==> config.mk <==
export PLATFORM = sky130hd
export DESIGN_NAME = dbell_pair
export DESIGN_NICKNAME = d
export VERILOG_FILES = /design/src/rtl/dbell_pkg.sv /design/src/rtl/dbell_word.sv /design/src/rtl/dbell_irq.sv /design/src/rtl/dbell_rport.sv /design/src/rtl/dbell_pair.sv
export SDC_FILE = /design/constraint.sdc
export NUM_CORES = 1
export LEC_CHECK = 0
export BUFFER_PORTS_ARGS = -buffer_cell sky130_fd_sc_hd__buf_2
export CAP_MARGIN = 40
export CORE_UTILIZATION = 46
export CTS_BUF_LIST = sky130_fd_sc_hd__clkbuf_4 sky130_fd_sc_hd__clkbuf_8
export CTS_CLUSTER_DIAMETER = 100
export CTS_CLUSTER_SIZE = 8
export DETAILED_ROUTE_END_ITERATION = 8
export PLACE_DENSITY = 0.76
export SYNTH_ARGS = -nofsm -noshare
export SYNTH_HDL_FRONTEND = slang
export SYNTH_SLANG_ARGS = --single-unit
==> constraint.sdc <==
create_clock -name clk -period 1.1 [get_ports clk]
set_input_delay 0.165 -clock clk [delete_from_list [all_inputs] [get_ports clk]]
set_output_delay 0.165 -clock clk [all_outputs]
set_load 0.01 [all_outputs]
==> src/rtl/dbell_pkg.sv <==
package dbell_pkg;
  localparam int unsigned ADDR_W = 2;
  localparam logic [ADDR_W-1:0] WORD_IN     = 2'd0;
  localparam logic [ADDR_W-1:0] WORD_OUT    = 2'd1;
  localparam logic [ADDR_W-1:0] WORD_IN_MSK = 2'd2;
  localparam logic [ADDR_W-1:0] WORD_OUT_MSK = 2'd3;
endpackage

==> src/rtl/dbell_word.sv <==
// One doorbell word: per-bit set and clear, set has priority.
module dbell_word #(
  parameter int unsigned W = 32
) (
  input  logic         clk,
  input  logic         rst,
  input  logic [W-1:0] set_vec,
  input  logic [W-1:0] clr_vec,
  output logic [W-1:0] q
);
  for (genvar b = 0; b < W; b++) begin : g_bit
    always_ff @(posedge clk) begin
      if (rst)              q[b] <= 1'b0;
      else if (set_vec[b])  q[b] <= 1'b1;
      else if (clr_vec[b])  q[b] <= 1'b0;
    end
  end
endmodule

==> src/rtl/dbell_irq.sv <==
// Mask flop plus registered interrupt output of selectable polarity.
module dbell_irq #(
  parameter bit ACTIVE_LOW = 1'b0
) (
  input  logic clk,
  input  logic rst,
  input  logic pend_any,
  input  logic msk_we,
  input  logic msk_d,
  output logic msk_q,
  output logic irq_o
);
  logic fire;
  assign fire = pend_any && !msk_q;

  always_ff @(posedge clk) begin
    if (rst)         msk_q <= 1'b0;
    else if (msk_we) msk_q <= msk_d;
  end

  if (ACTIVE_LOW) begin : g_low
    always_ff @(posedge clk) begin
      if (rst) irq_o <= 1'b1;
      else     irq_o <= !fire;
    end
  end else begin : g_high
    always_ff @(posedge clk) begin
      if (rst) irq_o <= 1'b0;
      else     irq_o <= fire;
    end
  end
endmodule

==> src/rtl/dbell_rport.sv <==
// Registered read port over the four-word map.
module dbell_rport
  import dbell_pkg::*;
#(
  parameter int unsigned W = 32
) (
  input  logic              clk,
  input  logic              rst,
  input  logic [ADDR_W-1:0] raddr,
  input  logic [W-1:0]      in_db,
  input  logic [W-1:0]      out_db,
  input  logic              in_msk,
  input  logic              out_msk,
  output logic [W-1:0]      rdata
);
  logic [W-1:0] sel;

  always_comb begin
    sel = '0;
    case (raddr)
      WORD_IN:      sel = in_db;
      WORD_OUT:     sel = out_db;
      WORD_IN_MSK:  sel[0] = in_msk;
      default:      sel[0] = out_msk;
    endcase
  end

  always_ff @(posedge clk) begin
    if (rst) rdata <= '0;
    else     rdata <= sel;
  end
endmodule

==> src/rtl/dbell_pair.sv <==
module dbell_pair
  import dbell_pkg::*;
#(
  parameter int unsigned W = 32
) (
  input  logic              clk,
  input  logic              rst,
  input  logic              host_we,
  input  logic [ADDR_W-1:0] host_waddr,
  input  logic [W-1:0]      host_wdata,
  input  logic [ADDR_W-1:0] host_raddr,
  output logic [W-1:0]      host_rdata,
  input  logic              core_we,
  input  logic [ADDR_W-1:0] core_waddr,
  input  logic [W-1:0]      core_wdata,
  input  logic [ADDR_W-1:0] core_raddr,
  output logic [W-1:0]      core_rdata,
  output logic              core_irq,
  output logic              inta_n
);
  logic [W-1:0] in_db, out_db;
  logic [W-1:0] in_set, in_clr, out_set, out_clr;
  logic         in_msk, out_msk;

  // Inbound: host raises, core lowers. Outbound: the reverse.
  assign in_set  = (host_we && host_waddr == WORD_IN)  ? host_wdata : '0;
  assign in_clr  = (core_we && core_waddr == WORD_IN)  ? core_wdata : '0;
  assign out_set = (core_we && core_waddr == WORD_OUT) ? core_wdata : '0;
  assign out_clr = (host_we && host_waddr == WORD_OUT) ? host_wdata : '0;

  dbell_word #(.W(W)) u_in (
    .clk(clk), .rst(rst), .set_vec(in_set), .clr_vec(in_clr), .q(in_db)
  );
  dbell_word #(.W(W)) u_out (
    .clk(clk), .rst(rst), .set_vec(out_set), .clr_vec(out_clr), .q(out_db)
  );

  dbell_irq #(.ACTIVE_LOW(1'b0)) u_irq_core (
    .clk(clk), .rst(rst), .pend_any(|in_db),
    .msk_we(core_we && core_waddr == WORD_IN_MSK), .msk_d(core_wdata[0]),
    .msk_q(in_msk), .irq_o(core_irq)
  );
  dbell_irq #(.ACTIVE_LOW(1'b1)) u_irq_host (
    .clk(clk), .rst(rst), .pend_any(|out_db),
    .msk_we(host_we && host_waddr == WORD_OUT_MSK), .msk_d(host_wdata[0]),
    .msk_q(out_msk), .irq_o(inta_n)
  );

  dbell_rport #(.W(W)) u_rd_host (
    .clk(clk), .rst(rst), .raddr(host_raddr), .in_db(in_db), .out_db(out_db),
    .in_msk(in_msk), .out_msk(out_msk), .rdata(host_rdata)
  );
  dbell_rport #(.W(W)) u_rd_core (
    .clk(clk), .rst(rst), .raddr(core_raddr), .in_db(in_db), .out_db(out_db),
    .in_msk(in_msk), .out_msk(out_msk), .rdata(core_rdata)
  );
endmodule

* After elaboration in Yosys (flattened, before gate mapping)
Cells that the tools add are included.
** Word-level totals
- Register bits after elaboration :: 132
- Latch bits :: 0
- Bits in writable memories :: 0
- Memory bits (read-only) :: 0
- Output and inout bits :: 66
- Logic and storage cells :: 295
- Memories kept :: 0
** Cells by class
- Add/subtract/negate cells :: 0
- Multipliers :: 0
- Div/mod/pow operators :: 0
- Order comparisons :: 0
- Equality and inequality tests :: 8
- Shift operators :: 0
- Muxes and demuxes :: 136
- Bitwise gates (word level) :: 0
- Reductions and logical operators :: 81
** Operator list (count)
- two-way mux 1 bit :: 128
- two-way mux 32 bit :: 4
- nonzero test 2 bit :: 64
- one-hot mux 31 bit (2 select lines) :: 2
- OR reduction 32 bit :: 2
- == test 2 x 1 -> 1 bit (second input constant) :: 4
- == test 2 bit (second input constant) :: 4
- logical AND 1 bit :: 8
- logical NOT 2 bit :: 4
- one-hot mux 1 bit (3 select lines) :: 2
- logical NOT 1 bit :: 3

* Logic depth before layout (Yosys ltp)
Gate-level depths: netlist (run 1).
- Depth in word-level cells :: 5
- Gate-level depth with buffers :: 5
- Depth with buffers taken out :: 3

* Hierarchy
From an unflattened synthesis (run 1), not the netlist that was laid out.
** Unflattened totals
- Cells, all modules :: 651
- Area total of the unflattened synthesis :: 5923.2 um^2
** Modules (own cells, without submodules)
- dbell_rport :: instances 2, cells an instance 105, area each 1166.1 um^2, sequential area each 640.6 um^2
- dbell_word :: instances 2, cells an instance 131, area each 1154.9 um^2, sequential area each 640.6 um^2
- dbell_pair :: instances 1, cells an instance 169, area each 1157.4 um^2, sequential area each 0.0 um^2
- dbell_irq at u_irq_host :: instances 1, cells an instance 5, area each 62.6 um^2, sequential area each 40.0 um^2
- dbell_irq at u_irq_core :: instances 1, cells an instance 5, area each 61.3 um^2, sequential area each 40.0 um^2

* Worst setup path after synthesis (run 1)
Ideal clock, no wire load.
- Kind :: input -> register
- From :: input core_waddr[1]
- To :: register u_in.q[0]
- Data arrival time :: 0.895 ns
- Slack :: 0.073 ns
- Cell stages on the path :: 4
- Path buffers :: 1
- Path through :: or3b_4 buf_6 o21ai_2 a21oi_1
** Between the ends
- Word-level cells in the longest chain between the ends :: 4
** Ends and longest elaborated chain
- start: declaration :: RTL line dbell_pair.sv:14 : input logic [ADDR_W-1:0] core_waddr,
- logical NOT 2 bit :: RTL line dbell_pair.sv:27 : assign in_clr = (core_we && core_waddr == WORD_IN) ? core_wdata : '0;
- logical AND 1 bit :: RTL line dbell_pair.sv:27
- two-way mux 32 bit :: RTL line dbell_pair.sv:27
- nonzero test 2 bit (no source line)
- end signal: indexed assignment :: RTL line dbell_word.sv:13 : if (rst) q[b] <= 1'b0;
- end signal: indexed assignment :: RTL line dbell_word.sv:14 : else if (set_vec[b]) q[b] <= 1'b1;
- end signal: indexed assignment :: RTL line dbell_word.sv:15 : else if (clr_vec[b]) q[b] <= 1'b0;
- end: declaration :: RTL line dbell_word.sv:9 : output logic [W-1:0] q
No other way between the ends.
A chain may end at the register's enable or synchronous reset.

* Final worst setup path (run 1)
- From :: register u_in.q[28]
- To :: register u_irq_core.irq_o
** Between the ends
- Word-level cells in the longest chain between the ends :: 2
** Ends and longest elaborated chain
- OR reduction 32 bit :: RTL line dbell_pair.sv:39 : .clk(clk), .rst(rst), .pend_any(|in_db),
- logical AND 1 bit :: RTL line dbell_irq.sv:14 : assign fire = pend_any && !msk_q;
- end signal: assignment :: RTL line dbell_irq.sv:29 : else irq_o <= fire;
- end: declaration :: RTL line dbell_irq.sv:11 : output logic irq_o
No other way between the ends.

==> summary by stage, run 1 <==
Global routing
The global routing met3 resource utilization is 0.0717. The pin count of the biggest net entering global routing is 28. For this run, global-route usage on met2 was measured as 0.489. After global routing the overflow that remains totals 0.

The routing usage on met1 is 0.327. The routing layer with the top usage in global route is met2. The global-route wire length before repair is between 20000 and 25000 um. The via count of the first global-routing pass was approximately 5100.

In the global route stage, overall resource usage came out at 0.279. The initial antenna violation count is 1.

Critical path
The register-to-register setup slack is -3 ps. The kind of cell with the highest combined delay along the critical path is simple AND/OR/NAND/NOR gates. Along the worst path, the maximum fanout reaches 2. The reg-to-reg startpoint is u_in.q[28]. The worst setup path is captured at a register. The class of the most critical setup path is reg2reg. The startpoint type of the worst setup path is a register. The data arrival time of the critical path is about 1400 ps. The number of cell instances on the worst register-to-register path is 4. For the worst setup path, the data required time is around 1400 ps.

On the critical path, the stage with the largest delay is an instance of sky130_fd_sc_hd__dfxtp_2. The delay of the slowest critical-path stage is ~320 ps. The reg-to-reg endpoint is u_irq_core.irq_o. The critical path goes through nor4_2, buf_4, nand4_1, o21a_1.

Together, buffers and inverters on the worst path number 1.

Route
The first routing iteration left slightly above 300 violations. Once detail routing completed, the nets flagged for antenna violations numbered 0. The count of unresolved DRC violations after routing is 0. The final layout contains routed wiring with a total length of about 16000 um. The number of detailed-route iterations in the first pass is 5.

The number of vias per cell after detailed routing is just over 5. For this block, the via count after detailed routing is 5136. The post-detailed-route wirelength per cell is 16.0 um.

Layout
The growth of design area from synthesis to finish is 48.2%. The number of diodes added for antenna fixing is 0. The share of post-route cells with drive strength above 1 is 0.365. The number of fill cells is about 780. In the final design database the tool counted a little over 900 nets.

Yosys
The fraction of synthesis flops using an asynchronous set or reset pin is 0. The most frequently used flop master after synthesis is sky130_fd_sc_hd__dfxtp_1. The total standard cell area after synthesis is ~5200 um^2.

The number of synthesis warnings is 0. The number of register bits inferred by synthesis is about 130. Sorting the synthesized cells by how often they occur yields sky130_fd_sc_hd__dfxtp_1, sky130_fd_sc_hd__nor2_1. The net count after synthesis is 665. Sorting the synthesized cells by area gives the leading types as sky130_fd_sc_hd__dfxtp_1, sky130_fd_sc_hd__mux2i_1, sky130_fd_sc_hd__a21oi_1.

Counting flops with a built-in enable in the synthesized netlist gives 0. The share of the synthesized area in the top cell type is 0.507. After technology mapping, the gate count stands at 589. Of the synthesized area, sequential elements account for 0.507. The biggest area contributor in the post-synthesis netlist is sky130_fd_sc_hd__dfxtp_1. The most common cell in the synthesized netlist is sky130_fd_sc_hd__dfxtp_1. After synthesis, the mean cell area works out to just under 9 um^2. The post-synthesis cell type count is 22.

STA
Headroom to the max-slew limit came out at 0.800. The final setup skew is 13.5 ps. The clock period minus final worst setup slack is 1100 ps.

The post-route fraction of the period consumed by the critical path is 1.00. The final setup violation count is 1. The hold slack is 55.9 ps.

For the pin with the worst max-slew slack, the measured transition is just under 300 ps. The max-slew violation total from the final report is 0. The final worst slack is -2.58 ps.

The count of final hold-check violations is 0. For this run, the top clock speed supported by timing is roughly 910 MHz. Setup repair after global routing could not meet its margin everywhere.

Power and ir drop
The worst vdd rail ir drop is between 0.8 and 0.9 mV. The static leakage power is 3.66 nW. The cell area power density is roughly 1400 nW/um^2. The total chip power is 0.0108 W.

Min path
The startpoint identified for the worst hold timing path is host_wdata[3]. The cell depth of the worst hold path is 3. The path with the worst hold slack has its endpoint at u_in.q[3].

The class of the most critical hold timing path is in2reg.

Floorplan
For this configuration, the core starts out at a cell density of 0.477. In this run the count of I/O pins placed on the die edge is between 100 and 150. The floorplan die height is around 110 um. Row generation in the floorplan step produced 38 rows. The horizontal die dimension is 108 um. The placeable core region is 10900 um^2. The area of the die is 11800 um^2.

Clock tree
The post-CTS clock slew at the launch and capture registers of the worst setup and hold paths is roughly 80 ps. The maximum number of buffers from clock root to sink is 2. The cell chosen for the clock root is sky130_fd_sc_hd__clkbuf_8. CTS built an H-tree with a depth of 4. The clock drives 132 sinks. The total clock buffers created by CTS is 17. The TritonCTS clock tree is built. The insertion delay of the later-clocked pin in the worst-skew pair is between 400 and 500 ps.

Place
The count of buffers from port buffering is around 140. Routability-driven placement finished with a final weighted congestion of ~0.86. Detailed placement ended at an HPWL of ~11000 um.

Job
The max-capacitance violation count is 0.

Status
The flow ran to the end, but the final reports show violations. The final reports fail on negative setup slack.
-- registers in the layout (all words and copies together), names as in the netlist --
| name | count |
|---|---|
| u_rd_host.rdata | 32 |
| u_irq_core.irq_o | 1 |
| u_in.q | 32 |
| u_irq_host.msk_q | 1 |
| u_irq_host.irq_o | 1 |
| u_rd_core.rdata | 32 |
| u_out.q | 32 |
| u_irq_core.msk_q | 1 |
-- routing by layer --
| layer | share of wire | up-vias |
|---|---|---|
| li1 | - | 2447 |
| met1 | 0.40 | 2414 |
| met2 | 0.50 | 232 |
| met3 | 0.077 | 43 |
| met4 | 0.024 | 0 |
| met5 | 0 | - |
-- worst max-delay path by stage --
stage,slack [ps],endpoint,start,cells past startpoint
after floorplan,70,u_in.q[0],core_waddr[1],4
after global placement,-170,u_irq_core.irq_o,u_in.q[24],3
after detailed placement,-140,u_in.q[24],core_waddr[1],5
after CTS,-8,u_irq_core.irq_o,u_in.q[31],4
after global routing,-40,u_irq_core.irq_o,u_in.q[28],4
final,-3,u_irq_core.irq_o,u_in.q[28],4
-- repair_timing --
action                                  CTS  global route
pin swaps                                 4             3
endpoints found under the setup margin    4            22
setup buffers                             0             0
hold buffers                             63             0
endpoints found under the hold margin    65             0
resized for setup                        19            30
-- worst min-delay path: cells and delay by family --
kind	cells	cell delay [ps]
buffers and inverters	1	120
and+or+nand+nor	1	90
AOI/OAI and AO/OA	1	80
-- cell type report --
class                           count  area, um^2  area share
Inverter                           64         240      0.0311
Clock inverter                     12         179      0.0231
Timing Repair Buffer              271        1920       0.248
Multi-Input combinational cell    356        2280       0.295
Sequential cell                   132        2680       0.346
Clock buffer                       19         262      0.0338
Tap cell                          140         175      0.0227
-- through the flow --
| stage | area (um^2) | std cells | utilization | worst slack (ps) | TNS [ps] |
|---|---|---|---|---|---|
| finish | 7730 | 994 | 0.707 | -2.58 | -2.58 |
| global route | 7730 | 994 | 0.707 | -41.0 | -71.1 |
| CTS | 7650 | 995 | 0.700 | -8.10 | -14.8 |
| detailed placement | 6490 | 901 | 0.593 | -136 | -3700 |
| global placement | 6490 | 901 | 0.593 | -168 | -3270 |
| floorplan | 5220 | 589 | - | 72.5 | 0 |
-- power by group --
part / internal, W / leakage (nW) / total [W] / switching [W]
clock network: 0.00258 / 0.214 / 0.00449 / 0.00191
logic: 0.000664 / 2.36 / 0.00130 / 0.000637
registers: 0.00490 / 1.08 / 0.00501 / 0.000104
-- cell usage in the layout, fill, tap and decap left out, types with 25 or more instances in the layout --
| master | instances |
|---|---|
| sky130_fd_sc_hd__buf_2 | 138 |
| sky130_fd_sc_hd__dfxtp_1 | 106 |
| sky130_fd_sc_hd__nor2_1 | 66 |
| sky130_fd_sc_hd__mux2i_1 | 64 |
| sky130_fd_sc_hd__nand2_1 | 64 |
| sky130_fd_sc_hd__inv_1 | 64 |
| sky130_fd_sc_hd__a21oi_1 | 64 |
| sky130_fd_sc_hd__dlygate4sd3_1 | 63 |
| sky130_fd_sc_hd__buf_4 | 62 |
| sky130_fd_sc_hd__o21ai_0 | 34 |
| sky130_fd_sc_hd__o21ai_2 | 30 |
| sky130_fd_sc_hd__dfxtp_2 | 25 |
-- logic make-up (layout without fill, tap and decap cells) --
family | count (synthesis) | in the layout | synth area share
AOI/OAI and AO/OA | 130 | 130 | 0.147
buffers and inverters | 101 | 366 | 0.0823
DFF | 132 | 132 | 0.507
muxes | 66 | 66 | 0.131
and+or+nand+nor | 160 | 160 | 0.133
Power figures use the tool's default switching activity.
==> run 2, diff against run 1 <==
--- a/config.mk
+++ b/config.mk
@@ -12,6 +12,7 @@
 export CTS_CLUSTER_DIAMETER = 100
 export CTS_CLUSTER_SIZE = 8
 export DETAILED_ROUTE_END_ITERATION = 8
+export GPL_TIMING_DRIVEN = 0
 export PLACE_DENSITY = 0.76
 export SYNTH_ARGS = -nofsm -noshare
 export SYNTH_HDL_FRONTEND = slang
==> run 2 against run 1 <==
Against the previous run: the flow still finishes with violations (negative setup slack); cell area shrank 3.7%; clock power shrank 2%; count of clock-buffer cells in the layout grew 2; combinational power shrank 9%; first-iteration DRC count shrank 16%; clock skew grew 0.54 ps; flip-flop and latch count is the same; sequential power is essentially flat; setup slack lost 48 ps; non-clock buffer count shrank 28; routed wire length grew 1.8%; sequential share of layout area grew 1.5 points; largest cell class unchanged.
==> summary by stage, run 2 (synthesis gave the netlist of run 1 again) <==
Global routing
The first global-routing pass estimated 23800 um of wire. The pin count of the biggest net entering global routing is 17. The aggregate global routing overflow is 0.

For this run, the total global-route usage over all layers was measured as 0.273. The via count of the first global-routing pass is roughly 4800. The initial antenna violation count is 1.

Route
The routed length on met1 is 6540 um. Dividing the detail-routed wire length by the instance count gives 16.7 um. The first TritonRoute pass finished after 5 iterations. The wire length on met2 is between 8000 and 9000 um. The highest routing layer actually used is met4. Across all layers, the routed design uses 4978 vias. Dividing the detail-routed via count by the number of cells gives slightly above 5. The total routed wirelength is between 15000 and 20000 um. The met3 layer wire length in the routed design is around 1100 um. The detailed router finished its first iteration with around 260 violations. The final antenna-violating net count is 0. The count of unresolved DRC violations after routing is 0.

Layout
The register area is ~2700 um^2. After the flow finishes, the layout carries non-filler instances totaling 967. In the layout the commonest cells are sky130_fd_sc_hd__buf_2, sky130_fd_sc_hd__dfxtp_1, sky130_fd_sc_hd__nor2_1. Leaving out fill and tap cells, the most frequent cell in the layout is sky130_fd_sc_hd__buf_2. For this run, the share of the core covered by cells in the final layout is 0.681. The share of post-route cells with drive strength above 1 is 0.339. The multi-input logic area is between 2000 and 2500 um^2. The total number of nets in the final design is between 800 and 900. The area growth from synthesis to layout is 42.8%. The number of fill cells is 864. The repair_antennas step left the layout with diodes totalling 0.

Place
The worst slack at placement is -255 ps. The number of placed instances, taps included, is ~870. After legalization and detailed placement, the total HPWL measured around 10000 um.

Buffers placed on the I/O ports in this run total between 100 and 150. Routability-driven placement finished with a final weighted congestion of 0.896.

STA
The final worst slack is -50.9 ps. Timing would allow up to between 800 and 900 MHz. The count of final hold-check violations is 0. The hold slack is 62.1 ps. Of the available clock period, the critical path in the final layout requires 1.05.

Setup repair after global routing could not meet its margin everywhere. The max-slew violation total from the final report was 0. The transition at the pin with the smallest max-transition slack is 604 ps. The final setup skew is 14.0 ps. The worst pin sits at a relative slew slack of 0.598. The final setup violation count is 1. The smallest clock period supported by the final layout is computed as between 1000 and 1500 ps.

Critical path
The critical path contains buffers and inverters numbering 0 combined. The slowest stage of the critical path belongs to the cell sky130_fd_sc_hd__dfxtp_1. The class of the most critical setup path is reg2reg. The critical path's top delay family is simple AND/OR/NAND/NOR gates. The reg-to-reg endpoint is u_irq_core.irq_o. Following the worst setup path forward leads to its endpoint at u_irq_core.irq_o. The register-to-register setup slack is -50 ps. The largest single stage delay on the critical path is 370 ps.

The start point of the critical path is u_in.q[7]. The startpoint type of the worst setup path is a register. The number of cell instances on the worst register-to-register path is 3.

The kind of end point of the critical path is a register. For the worst setup path, the data required time is between 1000 and 1500 ps. Traced cell by cell, the critical path runs through nor4_1, nand4_1, o21a_1. The startpoint identified for the worst register-to-register timing path is u_in.q[7]. Of all nets on the critical path, the largest fanout is 4.

The data arrival time of the critical path is around 1500 ps. The number of stages on the worst setup path is 3.

Min path
The class of the most critical hold timing path is in2reg.

Power and ir drop
The switching power is about 0.0027 W. Internal power comes to roughly 0.008 W. Summing internal, switching and leakage power gives ~0.011 W. The share of total power dissipated in the clock network is 0.415. Power spread over the standard cell area amounts to roughly 1400 nW/um^2. The share of total power dissipated in combinational logic is 0.111. The switching part of the total power is 0.253. IR analysis of the VDD net gives a maximum drop of approximately 0.84 mV.

For this design the static power due to leakage is 3.42 nW. The sequential cell fraction of total power is 0.474.

Clock tree
The maximum number of buffers from clock root to sink is 2. The cell chosen for the clock root is sky130_fd_sc_hd__clkbuf_8. The clock reaches the later pin of the worst-skew pair after around 460 ps. The post-CTS clock slew at the launch and capture registers of the worst setup and hold paths is 80 ps. The TritonCTS clock tree is built.

The total clock buffers created by CTS is 17. Clock tree synthesis found a total of about 130 sinks. The number of H-tree levels is 4.

Floorplan
The die is 108 um wide. In this run the core area contains 38 standard-cell rows. The floorplan die height is 108 um. around 140 I/O pins were placed. The area of the die is approximately 12000 um^2. The effective utilization at floorplan is 0.477. The placeable core region is about 11000 um^2.

Status
The run finished, with violations left. The final reports fail on negative setup slack.

Job
Max-cap violations in this run came to 0.
[run 2: how the worst min path moves through the flow]
stage	startpoint	to	slack [ps]	depth (start not counted)
2_1_floorplan	host_wdata[0]	u_in.q[0]	300	2
3_3_place_gp	host_wdata[15]	u_in.q[15]	420	3
3_5_place_dp	host_wdata[6]	u_in.q[6]	420	3
4_1_cts	host_waddr[1]	u_in.q[30]	40	4
5_1_grt	host_waddr[1]	u_in.q[30]	50	4
6_report	host_waddr[1]	u_in.q[30]	60	4
[run 2: tightest hold or removal path: stages]
cell and delay [ps]:
sky130_fd_sc_hd__buf_2 110, sky130_fd_sc_hd__nor3b_2 80, sky130_fd_sc_hd__nand2_1 70, sky130_fd_sc_hd__a21oi_1 60
[run 2: final cells by class]
| type | instances | share of cell area |
|---|---|---|
| inverters | 64 | 0.0323 |
| well taps | 140 | 0.0235 |
| clock buffers | 21 | 0.0380 |
| plain buffers | 37 | 0.0254 |
| multi-input cells | 356 | 0.305 |
| clock inverters | 11 | 0.0202 |
| flip-flops and latches | 132 | 0.362 |
| repair buffers | 206 | 0.194 |
[run 2: power by group through the flow]
stage | Clock (W) | Sequential, W | Combinational (W)
after floorplan | 0 | 0.00511 | 0.000516
after global placement | 0 | 0.00511 | 0.000894
after detailed placement | 0 | 0.00512 | 0.000914
after CTS | 0.00443 | 0.00502 | 0.00113
after global routing | 0.00466 | 0.00504 | 0.00127
final | 0.00440 | 0.00503 | 0.00118
[run 2: repair_timing]
item | CTS | global route
hold endpoints to repair | 66 | 0
setup endpoints to repair | 6 | 25
gates resized for setup | 30 | 39
pin swaps | 9 | 9
hold buffers | 64 | 0
buffers inserted | 3 | 1
[run 2: layer usage]
metal,global-route usage,vias up
li1,-,2383
met1,0.323,2322
met4,0.123,0
met3,0.0693,38
met2,0.465,235
met5,0,-
[run 2: through the flow]
stage / cell area, um^2 / TNS [ps]
after floorplan: 5220 / 0
after global placement: 6080 / -12300
after detailed placement: 6080 / -13480
after CTS: 7310 / -29.9
after global routing: 7450 / -146
final: 7450 / -50.9
==> run 3, diff against run 2 <==
--- a/config.mk
+++ b/config.mk
@@ -13,7 +13,7 @@
 export CTS_CLUSTER_SIZE = 8
 export DETAILED_ROUTE_END_ITERATION = 8
 export GPL_TIMING_DRIVEN = 0
-export PLACE_DENSITY = 0.76
+export PLACE_DENSITY = 0.79
 export SYNTH_ARGS = -nofsm -noshare
 export SYNTH_HDL_FRONTEND = slang
 export SYNTH_SLANG_ARGS = --single-unit
==> constraint.sdc (replaced) <==
create_clock -name clk -period 1.02 [get_ports clk]
set_input_delay 0.153 -clock clk [delete_from_list [all_inputs] [get_ports clk]]
set_output_delay 0.153 -clock clk [all_outputs]
set_load 0.01 [all_outputs]
==> run 3 against run 2 <==
Against the previous run: the run still ends with negative setup slack left; combinational power rose by 9%; routed wire length fell by 1.1%; non-clock buffer count fell by 2; final cell count fell by 0.21%; maximum frequency rose by 0.23%; critical endpoint unchanged; utilization rose by 1.0 points; largest cell class unchanged; worst hold slack got worse by 21 ps; flip-flop and latch count did not move; via count rose by 0.58%; global-route usage rose by 0.31 points; total power rose by 8.4%.
==> summary by stage, run 3 (synthesis gave the netlist of run 1 again) <==
Critical path
In this run the critical register-to-register path is captured at u_irq_core.irq_o. The worst setup path is of the reg2reg kind. In this run the critical register-to-register path is launched from u_in.q[16]. Setup slack on the worst reg-to-reg path comes out at -130 ps. Traced cell by cell, the critical path runs through nor4_4, nand4_1, o21a_1.

STA classifies the critical path startpoint as a register. The worst path required time is approximately 1400 ps. The most critical setup path has its endpoint at u_irq_core.irq_o.

The delay of the slowest critical-path stage is about 370 ps. For the worst setup path, the data arrival time is 1480 ps. The top fanout value on the critical path is 4. For this design, the slowest cell found on the critical path is sky130_fd_sc_hd__dfxtp_2. The worst setup path is captured at a register. The start point of the critical path is u_in.q[16]. For the worst flop-to-flop path, the logic depth is 3.

STA
The count of final hold-check violations is 0. Setup repair after global routing could not meet its margin everywhere. Measured against its own limit, the worst slew margin works out to 0.616. For the pin with the worst max-slew slack, the measured transition is a little under 600 ps. Between clock sinks in the finished design, the worst skew comes to roughly 14 ps.

The clock period minus final worst setup slack is 1150 ps. Based on the critical path, the design can be clocked at up to between 800 and 900 MHz. The max-slew violation total from the final report is 0. The final worst slack is -128 ps. Setup violations remaining at the end of the flow were counted as 42. The post-route fraction of the period consumed by the critical path is 1.13.

Power and ir drop
The worst vdd rail ir drop is around 0.96 mV. Power spread over the standard cell area amounts to 1520 nW/um^2. The analysis attributes to cell leakage a power of about 3.5 nW. The total chip power is ~0.012 W.

Place
The worst slack at placement is -376 ps. At the end of routability-driven placement, the weighted congestion stood at roughly 0.94. The count of buffers from port buffering is between 100 and 150. Detailed placement finished with a half-perimeter wire length of 10600 um.

Route
The routed layout has roughly 5000 vias. The post-detailed-route wirelength per cell is between 15 and 20 um. For this block, the routed nets add up to 16000 um of wire.

The final antenna-violating net count is 0. The number of detailed-route iterations in the first pass is 5. In the routed design, unresolved DRC markers number 0. The initial DRC count is 312.

The number of vias per cell after detailed routing is roughly 5.2.

Clock tree
The number of H-tree levels is 4. The tree is rooted in a sky130_fd_sc_hd__clkbuf_8. The clock reaches the later pin of the worst-skew pair after about 450 ps. The clock passes through at most 2 buffers. The number of clock sinks is 132.

Clock-pin slew was measured on the worst setup and hold paths at about 70 ps. The total clock buffers created by CTS is 17. TritonCTS built the clock tree.

Layout
The top cell types in the final layout, fill and taps aside, are sky130_fd_sc_hd__buf_2, sky130_fd_sc_hd__dfxtp_1, sky130_fd_sc_hd__nor2_1. Relative to the synthesized area, the layout overhead comes to 45.0%. The number of antenna diodes in the final layout is 0. The total number of nets in the final design is 888. In the final layout, the share of cells above drive strength 1 is 0.353.

Measured on the finished design, the core utilization comes to 0.691. Leaving out fill and tap cells, the most frequent cell in the layout is sky130_fd_sc_hd__buf_2.

Min path
The worst hold path belongs to the class in2reg. In this run the most critical hold path is launched from host_waddr[1].

Global routing
The first global-routing pass estimated about 24000 um of wire. The initial antenna violation count was 0. In the global route stage, overall resource usage came out at 0.276. The via count of the first global-routing pass is about 5000. The aggregate global routing overflow is 0. Entering global routing, the biggest net connects 17 pins.

Status
The checks that failed: negative setup slack. The run finished, with violations left.

Floorplan
The horizontal die dimension is roughly 110 um. During I/O placement, the number of pins put on the boundary was about 140. The total number of placement rows is 38. The effective utilization at floorplan is 0.477. After floorplanning, the core was sized to cover around 11000 um^2. The die is ~110 um tall. The die covers 11800 um^2.

Job
The max-capacitance violation count is 0.
## run 3: cell types whose count changed in the layout (fill, tap and decap cells not counted), moves of 3 or more
| cell | delta |
|---|---|
| sky130_fd_sc_hd__nor4_2 | -5 |
| sky130_fd_sc_hd__clkbuf_8 | -3 |
| sky130_fd_sc_hd__dfxtp_2 | +13 |
| sky130_fd_sc_hd__buf_2 | -9 |
| sky130_fd_sc_hd__buf_6 | +9 |
| sky130_fd_sc_hd__dfxtp_1 | -12 |
| sky130_fd_sc_hd__nor4_4 | +6 |
## run 3: repair_timing
| item | CTS | global route |
|---|---|---|
| pin swaps | 15 | 8 |
| endpoints found under the hold margin | 66 | 0 |
| setup endpoints to repair | 70 | 70 |
| setup buffers | 2 | 0 |
| resized for setup | 57 | 39 |
| hold buffers | 64 | 0 |
## run 3: worst min-delay path by stage
stage / endpoint / slack [ps] / cells past startpoint
floorplan: u_in.q[0] / 290 / 2
global placement: u_in.q[18] / 410 / 3
detailed placement: u_out.q[7] / 410 / 3
CTS: u_in.q[30] / 30 / 4
global route: u_in.q[30] / 50 / 4
finish: u_in.q[30] / 40 / 4
## run 3: cell type report
type | instances | area, um^2
sequential | 132 | 2710
tap | 140 | 175
inverter | 64 | 240
clock buffer | 19 | 249
fill | 841 | 3380
timing repair buffer | 204 | 1480
buffer | 37 | 189
clock inverter | 13 | 184
multi-input combinational | 356 | 2330
## run 3: metrics by stage
step | setup TNS, ps | hold WS [ps] | instance area [um^2] | cells
after global routing | -3870 | 51.8 | 7560 | 965
final | -757 | 40.8 | 7560 | 965
after CTS | -1560 | 31.8 | 7410 | 965
after global placement | -17930 | 405 | 6080 | 867
after detailed placement | -19950 | 415 | 6080 | 867
after floorplan | 0 | 289 | 5220 | 589
## run 3: report_power, final
group	switching, W	internal [W]
clock network	0.00205	0.00271
logic	0.000646	0.000646
registers	0.000159	0.00529
## run 3: layer usage
metal	vias to the layer above	wire, um	GRT usage	part of all wire
li1	2389	-	-	-
met2	243	8160	0.494	0.51
met1	2323	6130	0.305	0.38
met5	-	0	0	0
met3	52	1170	0.0687	0.073
met4	0	535	0.130	0.033
## run 3: worst max-delay path: cells and delay by family, from the launching register on
family          cells  cell delay [ps]
flops               1              370
compound gates      1              200
simple gates        2              460
